[src/rtl/msg_frame_pkg.sv]
package msg_frame_pkg;

  localparam logic [7:0]  SOF_BYTE    = 8'hA5;
  localparam logic [7:0]  PFX_SHORT   = 8'hFC;
  localparam logic [7:0]  PFX_GROUP   = 8'hFD;
  localparam logic [7:0]  PFX_MAIN_HI = 8'hFE;
  localparam logic [7:0]  PFX_BCAST   = 8'hFF;
  localparam logic [7:0]  BC_MASKABLE = 8'hFE;
  localparam logic [7:0]  BC_ALWAYS   = 8'hFF;
  localparam logic [15:0] MAIN_RST    = 16'hFF00;

  typedef enum logic [1:0] {
    ST_IDLE  = 2'd0,
    ST_COUNT = 2'd1,
    ST_BODY  = 2'd2,
    ST_REL   = 2'd3
  } prs_state_e;

  typedef enum logic [1:0] {
    SEL_MAIN  = 2'd0,
    SEL_SHORT = 2'd1,
    SEL_GROUP = 2'd2,
    SEL_NONE  = 2'd3
  } id_sel_e;

endpackage

[src/rtl/msg_addr_match.sv]
module msg_addr_match
  import msg_frame_pkg::*;
#(
  parameter int BW = 8
) (
  input  logic [2*BW-1:0] dest,
  input  logic [2*BW-1:0] main_id,
  input  logic [BW-1:0]   short_id,
  input  logic [BW-1:0]   group_id,
  input  logic            bcast_mask,
  output logic            hit
);
  logic [BW-1:0] pg;
  logic [BW-1:0] off;

  assign pg  = dest[2*BW-1:BW];
  assign off = dest[BW-1:0];

  always_comb begin
    hit = 1'b0;
    if (pg < PFX_SHORT)        hit = (dest == main_id);
    else if (pg == PFX_SHORT)  hit = (off == short_id);
    else if (pg == PFX_GROUP)  hit = (off == group_id);
    else if (pg == PFX_MAIN_HI) hit = (off == main_id[2*BW-1:BW]);
    else if (off == BC_ALWAYS) hit = 1'b1;
    else if (off == BC_MASKABLE) hit = !bcast_mask;
    else                       hit = 1'b0;
  end
endmodule

[src/rtl/msg_payload_buf.sv]
module msg_payload_buf #(
  parameter int DEPTH = 18,
  parameter int BW    = 8,
  localparam int IW   = (DEPTH > 1) ? $clog2(DEPTH) : 1
) (
  input  logic          clk,
  input  logic          we,
  input  logic [IW-1:0] waddr,
  input  logic [BW-1:0] wdata,
  input  logic [IW-1:0] raddr,
  output logic [BW-1:0] rdata
);
  logic [BW-1:0] mem [DEPTH];

  for (genvar g = 0; g < DEPTH; g++) begin : g_ent
    always_ff @(posedge clk) begin
      if (we && (waddr == IW'(g))) mem[g] <= wdata;
    end
  end

  always_comb begin
    rdata = '0;
    for (int i = 0; i < DEPTH; i++) begin
      if (raddr == IW'(i)) rdata = mem[i];
    end
  end
endmodule

[src/rtl/msg_frame_filter.sv]
module msg_frame_filter
  import msg_frame_pkg::*;
#(
  parameter int MAX_DATA = 18,
  parameter int BW       = 8
) (
  input  logic          clk,
  input  logic          rst_n,
  input  logic [7:0]    rx_byte,
  input  logic          rx_valid,
  input  logic          bcast_mask,
  input  logic          addr_wr_en,
  input  logic [1:0]    addr_wr_sel,
  input  logic [15:0]   addr_wr_data,
  output logic [7:0]    cmd_o,
  output logic          cmd_valid,
  output logic [7:0]    data_o,
  output logic          data_valid,
  output logic          msg_accept,
  output logic          frame_err
);
  localparam int MIN_CNT = 4;
  localparam int MAX_CNT = MAX_DATA + MIN_CNT;
  localparam int IW      = (MAX_DATA > 1) ? $clog2(MAX_DATA) : 1;
  localparam int NW      = $clog2(MAX_DATA + 1);
  localparam int CW      = $clog2(MAX_CNT + 1);
  localparam int AW      = 2 * BW;

  // reset: asserted asynchronously, released on the clock
  logic [1:0] rst_sync;
  logic       rst_sync_n;
  always_ff @(posedge clk or negedge rst_n) begin
    if (!rst_n) rst_sync <= 2'b00;
    else        rst_sync <= {rst_sync[0], 1'b1};
  end
  assign rst_sync_n = rst_sync[1];

  prs_state_e    state_q, state_d;
  logic [BW-1:0] rem_q, rem_d;
  logic [CW-1:0] pos_q, pos_d;
  logic [BW-1:0] sum_q, sum_d;
  logic [AW-1:0] dest_q, dest_d;
  logic [BW-1:0] cmd_q, cmd_d;
  logic [NW-1:0] ndata_q, ndata_d;
  logic [NW-1:0] rd_q, rd_d;
  logic [BW-1:0] cmd_o_d, data_o_d;
  logic          cmdv_d, dv_d, acc_d, err_d;

  logic [AW-1:0] main_id;
  logic [BW-1:0] short_id, group_id;

  logic          addr_hit;
  logic          buf_we;
  logic [IW-1:0] buf_waddr, buf_raddr;
  logic [BW-1:0] buf_rdata;

  msg_addr_match #(.BW(BW)) u_match (
    .dest       (dest_q),
    .main_id    (main_id),
    .short_id   (short_id),
    .group_id   (group_id),
    .bcast_mask (bcast_mask),
    .hit        (addr_hit)
  );

  msg_payload_buf #(.DEPTH(MAX_DATA), .BW(BW)) u_buf (
    .clk   (clk),
    .we    (buf_we),
    .waddr (buf_waddr),
    .wdata (rx_byte),
    .raddr (buf_raddr),
    .rdata (buf_rdata)
  );

  assign buf_waddr = IW'(pos_q - CW'(3));
  assign buf_raddr = IW'(rd_q);

  // next-state logic
  always_comb begin
    state_d  = state_q;
    rem_d    = rem_q;
    pos_d    = pos_q;
    sum_d    = sum_q;
    dest_d   = dest_q;
    cmd_d    = cmd_q;
    ndata_d  = ndata_q;
    rd_d     = rd_q;
    cmd_o_d  = cmd_o;
    data_o_d = data_o;
    cmdv_d   = 1'b0;
    dv_d     = 1'b0;
    acc_d    = 1'b0;
    err_d    = 1'b0;
    buf_we   = 1'b0;
    unique case (state_q)
      ST_IDLE: begin
        if (rx_valid && (rx_byte == SOF_BYTE)) state_d = ST_COUNT;
      end
      ST_COUNT: begin
        if (rx_valid) begin
          if ((rx_byte < BW'(MIN_CNT)) || (rx_byte > BW'(MAX_CNT))) begin
            err_d   = 1'b1;
            state_d = ST_IDLE;
          end else begin
            sum_d   = rx_byte;
            rem_d   = rx_byte;
            pos_d   = '0;
            ndata_d = NW'(rx_byte - BW'(MIN_CNT));
            state_d = ST_BODY;
          end
        end
      end
      ST_BODY: begin
        if (rx_valid) begin
          if (rem_q == BW'(1)) begin
            rd_d = '0;
            if (rx_byte != sum_q) begin
              err_d   = 1'b1;
              state_d = ST_IDLE;
            end else if (addr_hit) begin
              acc_d   = 1'b1;
              cmdv_d  = 1'b1;
              cmd_o_d = cmd_q;
              state_d = (ndata_q != '0) ? ST_REL : ST_IDLE;
            end else begin
              state_d = ST_IDLE;
            end
          end else begin
            sum_d = sum_q + rx_byte;
            rem_d = rem_q - BW'(1);
            pos_d = pos_q + CW'(1);
            if (pos_q == CW'(0))      dest_d[AW-1:BW] = rx_byte;
            else if (pos_q == CW'(1)) dest_d[BW-1:0]  = rx_byte;
            else if (pos_q == CW'(2)) cmd_d           = rx_byte;
            else                      buf_we          = 1'b1;
          end
        end
      end
      ST_REL: begin
        dv_d     = 1'b1;
        data_o_d = buf_rdata;
        rd_d     = rd_q + NW'(1);
        if (rd_q == (ndata_q - NW'(1))) state_d = ST_IDLE;
      end
      default: state_d = ST_IDLE;
    endcase
  end

  // registers
  always_ff @(posedge clk or negedge rst_sync_n) begin
    if (!rst_sync_n) begin
      state_q    <= ST_IDLE;
      rem_q      <= '0;
      pos_q      <= '0;
      sum_q      <= '0;
      dest_q     <= '0;
      cmd_q      <= '0;
      ndata_q    <= '0;
      rd_q       <= '0;
      cmd_o      <= '0;
      data_o     <= '0;
      cmd_valid  <= 1'b0;
      data_valid <= 1'b0;
      msg_accept <= 1'b0;
      frame_err  <= 1'b0;
    end else begin
      state_q    <= state_d;
      rem_q      <= rem_d;
      pos_q      <= pos_d;
      sum_q      <= sum_d;
      dest_q     <= dest_d;
      cmd_q      <= cmd_d;
      ndata_q    <= ndata_d;
      rd_q       <= rd_d;
      cmd_o      <= cmd_o_d;
      data_o     <= data_o_d;
      cmd_valid  <= cmdv_d;
      data_valid <= dv_d;
      msg_accept <= acc_d;
      frame_err  <= err_d;
    end
  end

  // station identity registers
  always_ff @(posedge clk or negedge rst_sync_n) begin
    if (!rst_sync_n) begin
      main_id  <= MAIN_RST;
      short_id <= '0;
      group_id <= '0;
    end else if (addr_wr_en) begin
      if (addr_wr_sel == SEL_MAIN)  main_id  <= addr_wr_data;
      if (addr_wr_sel == SEL_SHORT) short_id <= addr_wr_data[BW-1:0];
      if (addr_wr_sel == SEL_GROUP) group_id <= addr_wr_data[BW-1:0];
    end
  end

  // assertions
  p_no_accept_with_err_r3: assert property (@(posedge clk) disable iff (!rst_sync_n)
    !(msg_accept && frame_err));

  p_accept_single_r10: assert property (@(posedge clk) disable iff (!rst_sync_n)
    msg_accept |=> !msg_accept);

  p_data_after_accept_r10: assert property (@(posedge clk) disable iff (!rst_sync_n)
    $rose(data_valid) |-> $past(msg_accept));

  p_ffpage_reserved_r7: assert property (@(posedge clk) disable iff (!rst_sync_n)
    ((dest_q[AW-1:BW] == PFX_BCAST) && (dest_q[BW-1:1] != {(BW-1){1'b1}})) |-> !addr_hit);

  p_err_single_r12: assert property (@(posedge clk) disable iff (!rst_sync_n)
    frame_err |=> !frame_err);

  p_err_origin_r2: assert property (@(posedge clk) disable iff (!rst_sync_n)
    frame_err |-> ($past(state_q) == ST_COUNT || $past(state_q) == ST_BODY));

endmodule

[config.mk]
export PLATFORM = sky130hd
export DESIGN_NAME = msg_frame_filter
export DESIGN_NICKNAME = d
export VERILOG_FILES = /design/src/rtl/msg_frame_pkg.sv /design/src/rtl/msg_addr_match.sv /design/src/rtl/msg_payload_buf.sv /design/src/rtl/msg_frame_filter.sv
export SDC_FILE = /design/constraint.sdc
export NUM_CORES = 1
export LEC_CHECK = 0
export BUFFER_PORTS_ARGS = -buffer_cell sky130_fd_sc_hd__buf_4
export CORE_MARGIN = 3
export CORE_UTILIZATION = 35
export CTS_CLUSTER_DIAMETER = 60
export DETAILED_ROUTE_END_ITERATION = 8
export PLACE_DENSITY = 0.57
export SLEW_MARGIN = 30
export SYNTH_ARGS = -nofsm -noshare
export SYNTH_HDL_FRONTEND = slang
export SYNTH_SLANG_ARGS = --single-unit
[constraint.sdc]
create_clock -name clk -period 7.4 [get_ports clk]
set_input_delay 0.37 -clock clk [delete_from_list [all_inputs] [get_ports clk]]
set_output_delay 0.37 -clock clk [all_outputs]
set_load 0.01 [all_outputs]
Word-level counts from Yosys, hierarchy flattened
Memory sizes are Yosys's and may differ from the RTL's. Cells that the tools add are included.

Register bits: 110. Bits in writable memories: 144. Bits of input ports: 31. Output and inout bits: 20. Word-level logic and storage cells: 307. Memories: 1.

Add/subtract/negate cells: 7. Magnitude comparators: 3. Eq/ne operators: 61. Multiplexer cells: 155. Bitwise logic cells: 5. Reduce and logical (&&, ||, !) cells: 57.

Memory list: u_buf.mem (words 18, bits a word 8, rd ports 18, clocked after memory_dff 0, wr ports 1, line msg_payload_buf.sv:13) `logic [BW-1:0] mem [DEPTH];`.

Operator list (number): $mux W8 (41); $reduce_or A8 Y1 (17); $mux W5 (23); $eq A5 B4 Y1 const B (16); $mux W1 (76); $eq A8 B8 Y1 const B (6); $eq A5 B3 Y1 const B (8); $pmux W8 S2 (2); $eq A5 B2 Y1 const B (5); $eq A8 B8 Y1 (3); $eq A5 B5 Y1 const B (4); $pmux W5 S2 (2); $reduce_and A5 Y1 (4); $logic_and A1 B1 Y1 (19); $mux W2 (9); $eq A16 B16 Y1 (1); $eq A5 B1 Y1 const B (3); $logic_not A5 Y1 (3); $ne A2 B2 Y1 const B (7); $add A5 B1 Y5 const B (2); $add A8 B8 Y8 (1); $eq A8 B1 Y1 const B (1); $gt A8 B5 Y1 const B (1); $lt A8 B3 Y1 const B (1); other kinds (21) (33).

Logic depth before layout (Yosys ltp)
Gate-level depths: netlist of run 1.

Depth in word-level cells: 28. Mapped depth: 12. Gate-level depth less buffers: 9.

By module
From an unflattened synthesis of run 1, not the netlist that was laid out.

Cells, all modules: 959. Area, all modules: 12090.3 um2.

Modules (own cells, without submodules): msg_payload_buf (instances 1, cells each 435, area each 6182.2 um2, sequential area each 4324.1 um2); msg_frame_filter (instances 1, cells each 450, area each 5326.4 um2, sequential area each 2762.6 um2); msg_addr_match (instances 1, cells each 74, area each 581.8 um2, sequential area each 0.0 um2).

Least setup slack after synthesis of run 1
No wires, ideal clock.

Path kind: register -> register. Start: reg rd_q[0], in the netlist buf_raddr[0]. End: reg data_o[2]. Setup time: 0.094 ns. Data arrival time: 2.543 ns. Data required time: 7.306 ns. Setup slack: 4.763 ns. Stages on the path, launching flop included: 12. Path buffers: 4. Clock period less this slack: 2.637 ns. Path through: dfrtp_1 > ha_1 > buf_2 > clkbuf_1 > clkbuf_1 > and3_1 > ha_1 > clkbuf_1 > nor3_1 > a22oi_1 > o21ai_0 > a211oi_1.

Word-level cells in the longest chain between the ends: 19. Elaborated cells between the ends (all ways): 36. Classes of those cells: 17 x eq/ne; 18 x mux; 1 x reduce/logical.

Ends and longest elaborated chain: start: declaration (line msg_frame_filter.sv:45) `logic [NW-1:0] rd_q, rd_d;`; start signal: assignment (line msg_frame_filter.sv:174) `rd_q <= rd_d;`; $logic_not A5 Y1 (line msg_payload_buf.sv:24) `if (raddr == IW'(i)) rdata = mem[i];`; $mux W8 (17 in series) (line msg_payload_buf.sv:24); $mux W8 * (line msg_payload_buf.sv:24); end signal: assignment (line msg_frame_filter.sv:176) `data_o <= data_o_d;`; end: declaration (line msg_frame_filter.sv:17) `output logic [7:0] data_o,`.

Every way passes the cells marked *; elsewhere a longest branch is shown, timed or not. A chain may end at the register's enable or synchronous reset.

Worst setup path in the final report of run 1
Ends and elaborated chain as after synthesis.

==> impl_results.md, run 1 <==
* Result of the run: finished, final reports clean
* Overall die width at 192 um
* First DRT Iteration DRCs at 515
* Warning count from the yosys run at 0
* Max transition margin at 35.3%
* Placed cell areas at 12900 um^2
* Proportion of register bits with asynchronous set or reset after synthesis at 43.3%
* Register bit total from synthesis at 254
* Dominant synthesized flop cell: sky130_fd_sc_hd__edfxtp_1
* Final layout net count at 1098
* Most repeated cell in the gate-level netlist after synthesis: sky130_fd_sc_hd__edfxtp_1
* Hold violation total from the final report at 0
* Later-pin clock latency in the skew report at 550 ps
* Pin count of the biggest net entering global routing at 69
* R2R Setup Slk at 4120 ps
* Unique masters post-synth at 81
* Cell at the root of the clock tree: sky130_fd_sc_hd__clkbuf_16
* Switching power total at 0.00160 W
* Setup TNS at 0 ps
* IR Drop Worst-Case VDD at 0.180 mV
* Switching share of power at 33.4%
* Number of iterations in the first detailed-routing pass at 5
* Final Non-Filler Cells at 1510
* CP Max Fanout at 16
* Fraction of synthesized cell area taken by the top area cell type at 35.8%
* Global Route met2 Usage at 28.6%
* Floorplan die area at 36800 um^2
* # Max-Cap Violations at 0
* GRT Max-Usage Layer: met2
* Number of global-route vias before repair at 8485
* Worst Hold Margin at 57.6 ps
* Residual DRC at 0
* Worst-case clock skew at 19.0 ps
* Tightest Hold Check Type: input pin to flop
* Proportion of layout cells with a drive suffix above 1 at 18.5%
* Relative contribution of the clock network to total power at 32.1%
* Inserted Diodes at 0
* Top cell types by occurrence after synthesis: 144 x sky130_fd_sc_hd__edfxtp_1, 102 x sky130_fd_sc_hd__dfrtp_1, 61 x sky130_fd_sc_hd__mux2_2, 61 x sky130_fd_sc_hd__nand2_1, 57 x sky130_fd_sc_hd__nor2_1
* Starting Density at 35.8%
* Met1 global-route usage at 22.5%
* Post-synthesis to final-layout area growth at 15.4%
* Post-detailed-route via-to-cell ratio at 5.45
* Ranking of synthesized cells by area: sky130_fd_sc_hd__edfxtp_1 36%, sky130_fd_sc_hd__dfrtp_1 21%, sky130_fd_sc_hd__mux2_2 5.7%
* Met3 usage in global routing at 2.21%
* Number of ports placed on the die boundary at 51
* Required time of the worst setup path at 7860 ps
* Final WL at 30900 um
* TritonCTS clock tree: yes
* Post-Synthesis Mean Instance Area at 12.1 um^2
* Sequential-to-total area share from yosys stat at 58.6%
* PostCTS Resize Cnt at 0
* Global placer's final weighted congestion at 0.808
* Post-layout instance area at 14000 um^2
* Actual slew at the worst max-slew pin at 962 ps
* Post-Syn Instances at 1002
* DP Wirelength at 20400 um
* Cell with the largest stage delay on the worst path: sky130_fd_sc_hd__nor4_1
* Total Routing Usage GR at 16.8%
* Top cell type by total area after synthesis: sky130_fd_sc_hd__edfxtp_1
* CTS Buffer Depth at 3
* Routed wirelength normalized by instance count at 20.5 um
* H-tree depth at 1
* Number of vias after detailed routing at 8235
* Number of placement rows at 67
* Global-route wire length before repair at 48700 um
* Number of antenna violations at the first check in global routing at 0
* Final Cycle Share at 44.3%
* Placed insts at 1454
* Final-report max-slew violation count at 0
* Clock transition time at the flip-flop clock pins of the worst setup and hold paths at 60 ps
* RSZ-0062 raised after global routing: no
* Combinational Power Share at 28.9%
* Antenna Violating Nets Remaining at 0
* Pre-CTS WS at 4180 ps
* Number of flops mapped to enable cells by yosys at 144
* Relative contribution of sequential cells to total power at 39.0%
* CP startpoint kind: flop
* Worst-case setup margin in the final layout at 4120 ps
* Series of cell instances along the critical path: inv_1 > ha_1 > nor2b_1 > nor4_1 > a311oi_1 > o211a_1 > o311a_1 > a211oi_1
* Internal power at 0.00319 W
* Endpoints failing setup at 0
* Top achievable clock speed at 0.305 GHz
* Pwr/cell area at 344 nW/um^2
* Crit. End Element: flop
* Clock sink total at 254
* Die Span Y at 192 um
* Final min period at 3280 ps
* Number of nets in the synthesized netlist at 1061
* Number of inserted filler cells in the final layout at 3176
* Signal arrival time at the worst endpoint at 3740 ps
* TritonCTS buffer count at 29
* Post-Syn Area at 12100 um^2
* Port-buffer cells at 50
* CP peak stage delay at 760 ps
* Critical path class: flop to flop
* Global route overflow at 0
* Placeable core region at 33800 um^2
* Leakage power of the design at 5.39 nW
-- cells by family after synthesis --
family | synth area share, %
muxes | 5.93
xor gates and xnor gates | 3.77
AOI/OAI and AO/OA | 12.6
DFF | 58.6
buffers and inverters | 3.20
and+or+nand+nor | 12.9
adders and majority gates | 2.96
other | 0.0310
-- power by group through the flow --
stage	combinational, W	sequential [W]	clock (W)
after floorplan	0.00101	0.00183	0
after global routing	0.00154	0.00190	0.00163
after global placement	0.00137	0.00190	0
after detailed placement	0.00138	0.00190	0
final	0.00139	0.00187	0.00154
after CTS	0.00139	0.00188	0.00157
-- cell type report --
cell class              count  area [um^2]  share of cell area (%)
inverters                  39          146                    1.05
multi-input cells         653         4630                    33.2
well taps                 448          561                    4.02
repair buffers             62          480                    3.44
flip-flops and latches    254         7090                    50.8
clock inverters            22          278                    1.99
clock buffers              32          767                    5.50
-- through the flow --
stage	util, %	total power, W
after floorplan	-	0.00284
after global placement	38.1	0.00327
after detailed placement	38.1	0.00328
after CTS	41.2	0.00483
after global routing	41.3	0.00507
final	41.3	0.00479
-- worst max-delay path: cells and delay by family, from the launching register on --
kind | cells | cell delay, ps
buffers and inverters | 1 | 180
adders and majority gates | 1 | 690
AOI/OAI and AO/OA | 4 | 950
DFF | 1 | 460
and+or+nand+nor | 2 | 910
-- sequential cells by signal (all words and copies together) (netlist names), 5 cells and up --
signal and count:
u_buf.mem 144, dest_q 16, main_id 16, cmd_o 8, cmd_q 8, data_o 8, group_id 8, rem_q 8
short_id 8, sum_q 8, buf_raddr 5, ndata_q 5, pos_q 5
-- timing repair --
action                                 CTS  global route
endpoints found under the hold margin    2             0
setup endpoints to repair                0             0
hold buffers                             1             0
setup buffers                            0             0
-- layout by cell type, fill, tap and decap left out, types with 7 or more instances in the layout --
cell type                     n
sky130_fd_sc_hd__nand2b_1     8
sky130_fd_sc_hd__edfxtp_1   144
sky130_fd_sc_hd__a21oi_1     47
sky130_fd_sc_hd__a31oi_1      9
sky130_fd_sc_hd__a21o_1       9
sky130_fd_sc_hd__a221o_1      8
sky130_fd_sc_hd__nor4_1      12
sky130_fd_sc_hd__o221ai_1     9
sky130_fd_sc_hd__o211ai_1     8
sky130_fd_sc_hd__o22ai_1      8
sky130_fd_sc_hd__xor2_1      46
sky130_fd_sc_hd__dfstp_2      8
sky130_fd_sc_hd__nor2b_1     16
sky130_fd_sc_hd__ha_1        27
sky130_fd_sc_hd__clkbuf_16   29
sky130_fd_sc_hd__a221oi_1     7
sky130_fd_sc_hd__nor3b_1     16
sky130_fd_sc_hd__nor2_1      57
sky130_fd_sc_hd__inv_1       37
sky130_fd_sc_hd__mux2_2      61
sky130_fd_sc_hd__and3_1      12
sky130_fd_sc_hd__buf_4       60
sky130_fd_sc_hd__nand2_1     61
sky130_fd_sc_hd__dfrtp_1    100
sky130_fd_sc_hd__nand3b_1    10
sky130_fd_sc_hd__nand3_1     24
sky130_fd_sc_hd__nand4_1     10
sky130_fd_sc_hd__a22oi_1      9
sky130_fd_sc_hd__o21ai_0     44
sky130_fd_sc_hd__nor3_1      28
-- per-layer routing --
layer	share of wire, %	vias to the layer above
met3	4.3	54
met4	2.8	0
met1	44	4133
li1	-	3838
met5	0	-
met2	49	210
-- worst paths after layout --
path | startpoint | end | depth (start not counted)
hold / removal | addr_wr_data[8] | main_id[8] | 2
hold reg to reg | rst_sync[1] | msg_accept | 0
setup / recovery | buf_raddr[0] | data_o[2] | 8
min in group asynchronous | rst_n | rst_sync[1] | 2
setup reg to reg | buf_raddr[0] | data_o[2] | 8
max in group asynchronous | rst_sync[1] | cmd_o[6] | 1
Note: power is estimated with default switching activity, not from simulation.
==> run 2: changes to the inputs <==
- PLACE_DENSITY: 0.57 -> 0.59
- clock period: 7.4 -> 2.9 ns (I/O delays scaled with it)
==> impl_results.md, run 2 (same netlist as run 1, synthesis figures left out) <==
* TritonCTS buffer count at 28 (-3.4%)
* Internal power at 0.00875 W (+170%)
* Number of vias after detailed routing at 8674 (+5.3%)
* Die Span Y at 192 um (unchanged)
* Overall die width at 192 um (unchanged)
* Number of placement rows at 67 (unchanged)
* Clock transition time at the flip-flop clock pins of the worst setup and hold paths at 70 ps (about the same)
* Biggest regs: u_buf.mem x144, dest_q x16, main_id x16
* Top achievable clock speed at 0.379 GHz (+24%)
* Number of iterations in the first detailed-routing pass at 5 (unchanged)
* Commonest cells after routing, fill and taps aside: 144 x sky130_fd_sc_hd__edfxtp_1, 113 x sky130_fd_sc_hd__buf_4, 101 x sky130_fd_sc_hd__dfrtp_1, 61 x sky130_fd_sc_hd__nand2_1, 61 x sky130_fd_sc_hd__mux2_2
* Critical path class: flop to flop
* Post-detailed-route via-to-cell ratio at 5.49 (+0.66%)
* Crit. End Element: flop
* Floorplan die area at 36800 um^2 (unchanged)
* Placeable core region at 33800 um^2 (unchanged)
* Starting Density at 35.8% (unchanged)
* Crit path to: data_o[0]
* Number of ports placed on the die boundary at 51 (unchanged)
* Final-report max-slew violation count at 0 (unchanged)
* Final Cycle Share at 91.0% (+47 points)
* Hold violation total from the final report at 0 (unchanged)
* Register with the most flip-flops: u_buf.mem
* Later-pin clock latency in the skew report at 550 ps (about the same)
* Port-buffer cells at 50 (unchanged)
* Global placer's final weighted congestion at 0.928 (+15%)
* Global-route wire length before repair at 51200 um (+5.2%)
* Final layout net count at 1169 (+6.5%)
* Leakage power of the design at 5.76 nW (+6.9%)
* Number of global-route vias before repair at 8823 (+4.0%)
* Switching share of power at 32.0% (-1.4 points)
* RSZ-0062 raised after global routing: no
* Total Routing Usage GR at 17.9% (+1.1 points)
* Signal arrival time at the worst endpoint at 3070 ps (-670 ps)
* Switching power total at 0.00411 W (+160%)
* Most frequent cell on the critical path: sky130_fd_sc_hd__a221o_1
* Tightest Hold Check Type: input pin to flop
* Flip-flop count of the largest register after layout at 144 (unchanged)
* Pin count of the biggest net entering global routing at 54 (-22%)
* Result of the run: finished, final reports clean
* Routed wirelength normalized by instance count at 20.7 um (+1.0%)
* First DRT Iteration DRCs at 740 (+44%)
* Relative contribution of the clock network to total power at 33.5% (+1.4 points)
* Worst flop-to-flop path endpoint: data_o[0]
* Setup TNS at 0 ps (unchanged)
* Worst Hold Margin at 21.1 ps (-36.4 ps)
* Required time of the worst setup path at 3330 ps (-4530 ps)
* Count of hold buffers inserted by post-cts repair at 21 (+20)
* Number of antenna violations at the first check in global routing at 0 (unchanged)
* Endpoints failing setup at 0 (unchanged)
* R2R Setup Slk at 260 ps (-3860 ps)
* Cell at the root of the clock tree: sky130_fd_sc_hd__clkbuf_16
* IR Drop Worst-Case VDD at 0.462 mV (+160%)
* Inserted Diodes at 0 (unchanged)
* Residual DRC at 0 (unchanged)
* Actual slew at the worst max-slew pin at 688 ps (-275 ps)
* Max transition margin at 54.2% (+19 points)
* Critical register-to-register path startpoint: buf_raddr[2]
* CP peak stage delay at 770 ps (about the same)
* Number of instances on the worst hold path at 1 (-1)
* Final WL at 32700 um (+5.7%)
* Source of the critical timing path: buf_raddr[2]
* Pwr/cell area at 879 nW/um^2 (+160%)
* CTS Buffer Depth at 3 (unchanged)
* Combinational Power Share at 29.4% (+0.5 points)
* H-tree depth at 1 (unchanged)
* # Max-Cap Violations at 0 (unchanged)
* Relative contribution of sequential cells to total power at 37.1% (-1.9 points)
* DP Wirelength at 22700 um (+11%)
* TritonCTS clock tree: yes
* Buffers inserted during post-CTS setup optimization at 0 (unchanged)
* Final min period at 2640 ps (-643 ps)
* Cell with the largest stage delay on the worst path: sky130_fd_sc_hd__dfrtp_1
* Post-synthesis to final-layout area growth at 21.0%
* Worst-case clock skew at 18.9 ps (-0.0658 ps)
* Series of cell instances along the critical path: or3b_1 > nor2_1 > o2111ai_1 > a221o_1 > a221o_1
* Antenna Violating Nets Remaining at 0 (unchanged)
* Clock sink total at 254 (unchanged)
* Proportion of layout cells with a drive suffix above 1 at 21.6% (+3.2 points)
* Length in cells of the worst reg-to-reg path at 5 (-3)
* Commonest non-fill, non-tap cell in the layout: sky130_fd_sc_hd__edfxtp_1
* CP Max Fanout at 21 (+5)
* PostCTS Resize Cnt at 0 (unchanged)
* Global route overflow at 0 (unchanged)
* CP startpoint kind: flop
run 2: cell types whose count changed in the layout (fill, tap and decap cells not counted), moves of 2 or more:
cell,before,now
sky130_fd_sc_hd__dlygate4sd3_1,1,21
sky130_fd_sc_hd__clkinvlp_4,0,3
sky130_fd_sc_hd__clkinv_4,3,1
sky130_fd_sc_hd__clkinv_2,5,1
sky130_fd_sc_hd__buf_4,60,113
sky130_fd_sc_hd__bufinv_16,5,10
sky130_fd_sc_hd__clkbuf_1,0,2
sky130_fd_sc_hd__clkbuf_8,3,0
sky130_fd_sc_hd__clkinv_1,4,2
run 2: how the worst min path moves through the flow:
stage | endpoint | startpoint
floorplan | rst_sync[0] | rst_n
global placement | rst_sync[0] | rst_n
detailed placement | rst_sync[0] | rst_n
CTS | u_buf.mem[3][5] | rx_byte[5]
global route | u_buf.mem[2][5] | rx_byte[5]
finish | u_buf.mem[2][5] | rx_byte[5]
run 2: layout make-up:
class	count	area, um^2
inverter	39	146
clock buffer	32	758
clock inverter	20	385
timing repair buffer	134	1060
tap	448	561
fill	3133	19200
sequential	254	7090
multi-input combinational	653	4630
run 2: metrics by stage:
| stage | util (%) | total power (W) | std cells | setup slack [ps] | area [um^2] |
|---|---|---|---|---|---|
| 3_3_place_gp | 39.3 | 0.00850 | 1507 | 360 | 13300 |
| 6_report | 43.3 | 0.0129 | 1580 | 261 | 14600 |
| 3_5_place_dp | 39.3 | 0.00856 | 1507 | 302 | 13300 |
| 5_1_grt | 43.3 | 0.0136 | 1580 | 13.4 | 14600 |
| 2_1_floorplan | - | 0.00725 | 1002 | 263 | 12100 |
| 4_1_cts | 43.3 | 0.0129 | 1580 | 309 | 14600 |
run 2: power by group through the flow:
stage	combinational, W	sequential [W]	clock (W)
2_1_floorplan	0.00258	0.00467	0
3_3_place_gp	0.00366	0.00483	0
3_5_place_dp	0.00371	0.00484	0
4_1_cts	0.00376	0.00478	0.00438
5_1_grt	0.00415	0.00485	0.00456
6_report	0.00378	0.00477	0.00431
run 2: per-layer routing:
metal,track usage (%),up-vias,wire length (um)
met3,2.61,79,1700
met2,28.9,277,15100
met5,0,-,0
li1,-,3981,-
met4,6.01,0,1110
met1,24.8,4337,14700
run 2: worst max-delay path, delay by kind of cell (launching register included):
| family | cells | cell delay (ps) |
|---|---|---|
| AOI/OAI and AO/OA | 3 | 950 |
| and+or+nand+nor | 2 | 800 |
| DFF | 1 | 770 |
==> run 3: changes to the inputs <==
- ABC_AREA: not set -> 1
==> impl_results.md, run 3 <==
* HP Start: rx_byte[7]
* Max transition margin at 42.4% (-12 points)
* Post-Syn Instances at 1244 (+24%)
* Signal arrival time at the worst endpoint at 3080 ps (about the same)
* Register cell area after layout at 7090 um^2 (about the same)
* Warning count from the yosys run at 0 (unchanged)
* Pin count of the biggest net entering global routing at 61 (+13%)
* Dominant synthesized flop cell: sky130_fd_sc_hd__edfxtp_1
* TritonCTS clock tree: yes
* Ranking of synthesized cells by area: sky130_fd_sc_hd__edfxtp_1 36%, sky130_fd_sc_hd__dfrtp_1 21%, sky130_fd_sc_hd__nand2_1 10%
* Inserted Diodes at 0 (unchanged)
* Placeable core region at 33600 um^2 (-0.50%)
* Number of global-route vias before repair at 8776 (-0.53%)
* RSZ-0062 raised after global routing: yes
* Crit. End Element: flop
* Port-buffer cells at 50 (unchanged)
* Combined area of the multi-input logic cells at 4240 um^2 (-8.3%)
* M1 wire length at 13400 um (-9.0%)
* H-tree depth at 1 (unchanged)
* Hold violation total from the final report at 0 (unchanged)
* CP Max Fanout at 15 (-29%)
* Clock transition time at the flip-flop clock pins of the worst setup and hold paths at 60 ps (about the same)
* IR Drop Worst-Case VDD at 0.486 mV (+5.0%)
* Unique masters post-synth at 57 (-30%)
* Required time of the worst setup path at 3330 ps (about the same)
* Tightest Hold Check Type: input pin to flop
* CTS Buffer Depth at 3 (unchanged)
* Overall die width at 191 um (-0.46%)
* Proportion of register bits with asynchronous set or reset after synthesis at 43.3% (unchanged)
* DP Wirelength at 20300 um (-10%)
* Critical path class: flop to flop
* Top achievable clock speed at 0.378 GHz (-0.29%)
* Worst flop-to-flop path endpoint: data_o[1]
* Fraction of synthesized cell area taken by the top area cell type at 36.1% (+0.34 points)
* Total Routing Usage GR at 16.4% (-1.6 points)
* Post-Route Utilization at 42.7% (-0.58 points)
* Post-detailed-route via-to-cell ratio at 4.79 (-13%)
* TritonCTS buffer count at 30 (+7.1%)
* Final layout net count at 1421 (+22%)
* Length in cells of the worst reg-to-reg path at 24 (+19)
* Number of inserted filler cells in the final layout at 3229 (+3.1%)
* Floorplan die area at 36500 um^2 (-0.93%)
* Worst Hold Margin at 31.6 ps (+10.5 ps)
* Met3 wire length at 1060 um (-37%)
* Cell at the root of the clock tree: sky130_fd_sc_hd__clkbuf_16
* Worst-case clock skew at 13.8 ps (-5.15 ps)
* Die Span Y at 191 um (-0.46%)
* Final-report max-slew violation count at 0 (unchanged)
* Later-pin clock latency in the skew report at 540 ps (about the same)
* Overall Power at 0.0119 W (-7.5%)
* Flip-flop count of the largest register after layout at 144 (unchanged)
* Number of antenna violations at the first check in global routing at 0 (unchanged)
* Proportion of layout cells with a drive suffix above 1 at 14.8% (-6.9 points)
* Actual slew at the worst max-slew pin at 864 ps (+176 ps)
* Final WL at 29100 um (-11%)
* Register with the most flip-flops: u_buf.mem
* Cell with the largest stage delay on the worst path: sky130_fd_sc_hd__dfrtp_2
* Number of flops mapped to enable cells by yosys at 144 (unchanged)
* Leakage power of the design at 6.16 nW (+6.9%)
* Most repeated cell in the gate-level netlist after synthesis: sky130_fd_sc_hd__nand2_1
* Global placer's final weighted congestion at 0.860 (-7.4%)
* # Max-Cap Violations at 0 (unchanged)
* Series of cell instances along the critical path: inv_2 > ha_2 > nand2_4 > nor2_4 > inv_2 > or2_0 > nand3_1 > nand3_1 > nand2_1 > nand2_1 > nand2_1 > nand3_1 > nand2_1 > nand3_1 > nand3_1 > nand3_1 > nand2_1 > nand2_1 > nand2_1 > nand2_1 > nand2_1 > nand2_1 > nand2_1 > nand2_1
* Critical register-to-register path startpoint: buf_raddr[0]
* Uppermost layer routed: met4
* Number of vias after detailed routing at 8790 (+1.3%)
* Final min period at 2650 ps (+7.67 ps)
* Global-route wire length before repair at 47800 um (-6.6%)
* Routed wirelength normalized by instance count at 15.9 um (-23%)
* Register bit total from synthesis at 254 (unchanged)
* Commonest cells after routing, fill and taps aside: 333 x sky130_fd_sc_hd__nand2_1, 144 x sky130_fd_sc_hd__edfxtp_1, 125 x sky130_fd_sc_hd__inv_1, 108 x sky130_fd_sc_hd__nor2_1, 100 x sky130_fd_sc_hd__dfrtp_1
* Post-Syn Area at 12000 um^2 (-0.95%)
* Number of ports placed on the die boundary at 51 (unchanged)
* Clock sink total at 254 (unchanged)
* First DRT Iteration DRCs at 590 (-20%)
* Endpoints failing setup at 0 (unchanged)
* Starting Density at 35.6% (-0.16 points)
* Number of instances on the worst hold path at 1 (unchanged)
* Hold EP: u_buf.mem[4][7]
* Biggest regs: u_buf.mem x144, dest_q x16, main_id x16
* Number of iterations in the first detailed-routing pass at 5 (unchanged)
* CP peak stage delay at 440 ps (-330 ps)
* Top cell type by total area after synthesis: sky130_fd_sc_hd__edfxtp_1
* Global route overflow at 0 (unchanged)
* Met2 WL at 13800 um (-8.7%)
* Sequential-to-total area share from yosys stat at 59.2% (+0.56 points)
* R2R Setup Slk at 250 ps (about the same)
* Residual DRC at 0 (unchanged)
* Number of nets in the synthesized netlist at 1303 (+23%)
* Pwr/cell area at 828 nW/um^2 (-5.8%)
* Antenna Violating Nets Remaining at 0 (unchanged)
* Number of placement rows at 67 (unchanged)
* Final Cycle Share at 91.3% (+0.26 points)
* Post-synthesis to final-layout area growth at 19.9%
* Commonest non-fill, non-tap cell in the layout: sky130_fd_sc_hd__nand2_1
* Result of the run: finished, final reports clean
* Post-Synthesis Mean Instance Area at 9.63 um^2 (-20%)
* Top cell types by occurrence after synthesis: 334 x sky130_fd_sc_hd__nand2_1, 144 x sky130_fd_sc_hd__edfxtp_1, 126 x sky130_fd_sc_hd__inv_1
* Most frequent cell on the critical path: sky130_fd_sc_hd__nand2_1
* CP startpoint kind: flop
==> run 3: cell types whose count changed in the layout (fill, tap and decap cells not counted), moves of 19 or more <==
cell	delta
sky130_fd_sc_hd__inv_1	+88
sky130_fd_sc_hd__o21ai_0	+54
sky130_fd_sc_hd__mux2_2	-57
sky130_fd_sc_hd__a21oi_1	-19
sky130_fd_sc_hd__buf_4	-23
sky130_fd_sc_hd__nand3_1	+42
sky130_fd_sc_hd__xor2_1	-29
sky130_fd_sc_hd__nand2_1	+272
sky130_fd_sc_hd__nor2_1	+51
==> run 3: worst max-delay path by stage <==
stage                      end    startpoint  cells past startpoint  slack, ps
2_1_floorplan  u_buf.mem[2][0]    state_q[0]                      8        630
3_3_place_gp         data_o[1]  buf_raddr[0]                     24        290
3_5_place_dp         data_o[1]  buf_raddr[0]                     24        200
4_1_cts              data_o[1]  buf_raddr[0]                     24        180
5_1_grt              data_o[4]  buf_raddr[1]                     20        -10
6_report             data_o[1]  buf_raddr[0]                     24        250
==> run 3: cell families (layout without fill, tap and decap cells) <==
logic type	count (synthesis)	in the layout	synth area share, %
and+or+nand+nor	588	588	21.5
DFF	254	254	59.2
AOI/OAI and AO/OA	170	170	8.02
buffers and inverters	166	308	5.44
xor gates and xnor gates	33	33	2.41
adders and majority gates	28	28	2.99
muxes	4	4	0.376
other	1	1	0.0313
==> run 3: through the flow <==
stage,instances,setup TNS [ps],setup slack (ps),area (um^2)
global placement,1754,0,286,13100
detailed placement,1754,0,197,13100
global route,1834,-14.4,-14.4,14400
floorplan,1244,0,628,12000
finish,1834,0,253,14400
CTS,1832,0,179,14300
==> run 3: timing repair <==
item | 4_1_cts | 5_1_grt
endpoints found under the hold margin | 60 | 0
gates resized for setup | 0 | 4
setup endpoints to repair | 0 | 5
setup buffers | 0 | 2
hold buffers | 22 | 0
==> run 3: per-layer routing <==
metal  up-vias  global-route usage [%]
li1       4364                       -
met4         0                    4.71
met3        57                    2.20
met5         -                       0
met1      4180                    22.1
met2       189                    27.7
==> run 3: critical path, delay by kind of cell, from the launching register on <==
family / cells / cell delay (ps)
fa+ha+maj: 1 / 200
buf+inv: 2 / 220
flops: 1 / 440
simple gates: 21 / 1690
==> run 3: layout make-up <==
class,instances,share of cell area [%]
inverters,140,3.69
flip-flops and latches,254,49.4
well taps,448,3.90
clock inverters,11,1.04
clock buffers,45,6.19
repair buffers,112,6.24
multi-input cells,824,29.6
==> run 3: report_power, final <==
| part | leakage, nW | internal (W) | switching, W | total (W) |
|---|---|---|---|---|
| logic | 2.96 | 0.00133 | 0.00213 | 0.00346 |
| clock network | 0.504 | 0.00238 | 0.00147 | 0.00385 |
| registers | 2.69 | 0.00421 | 0.000360 | 0.00457 |
| total | 6.16 | 0.00793 | 0.00396 | 0.0119 |
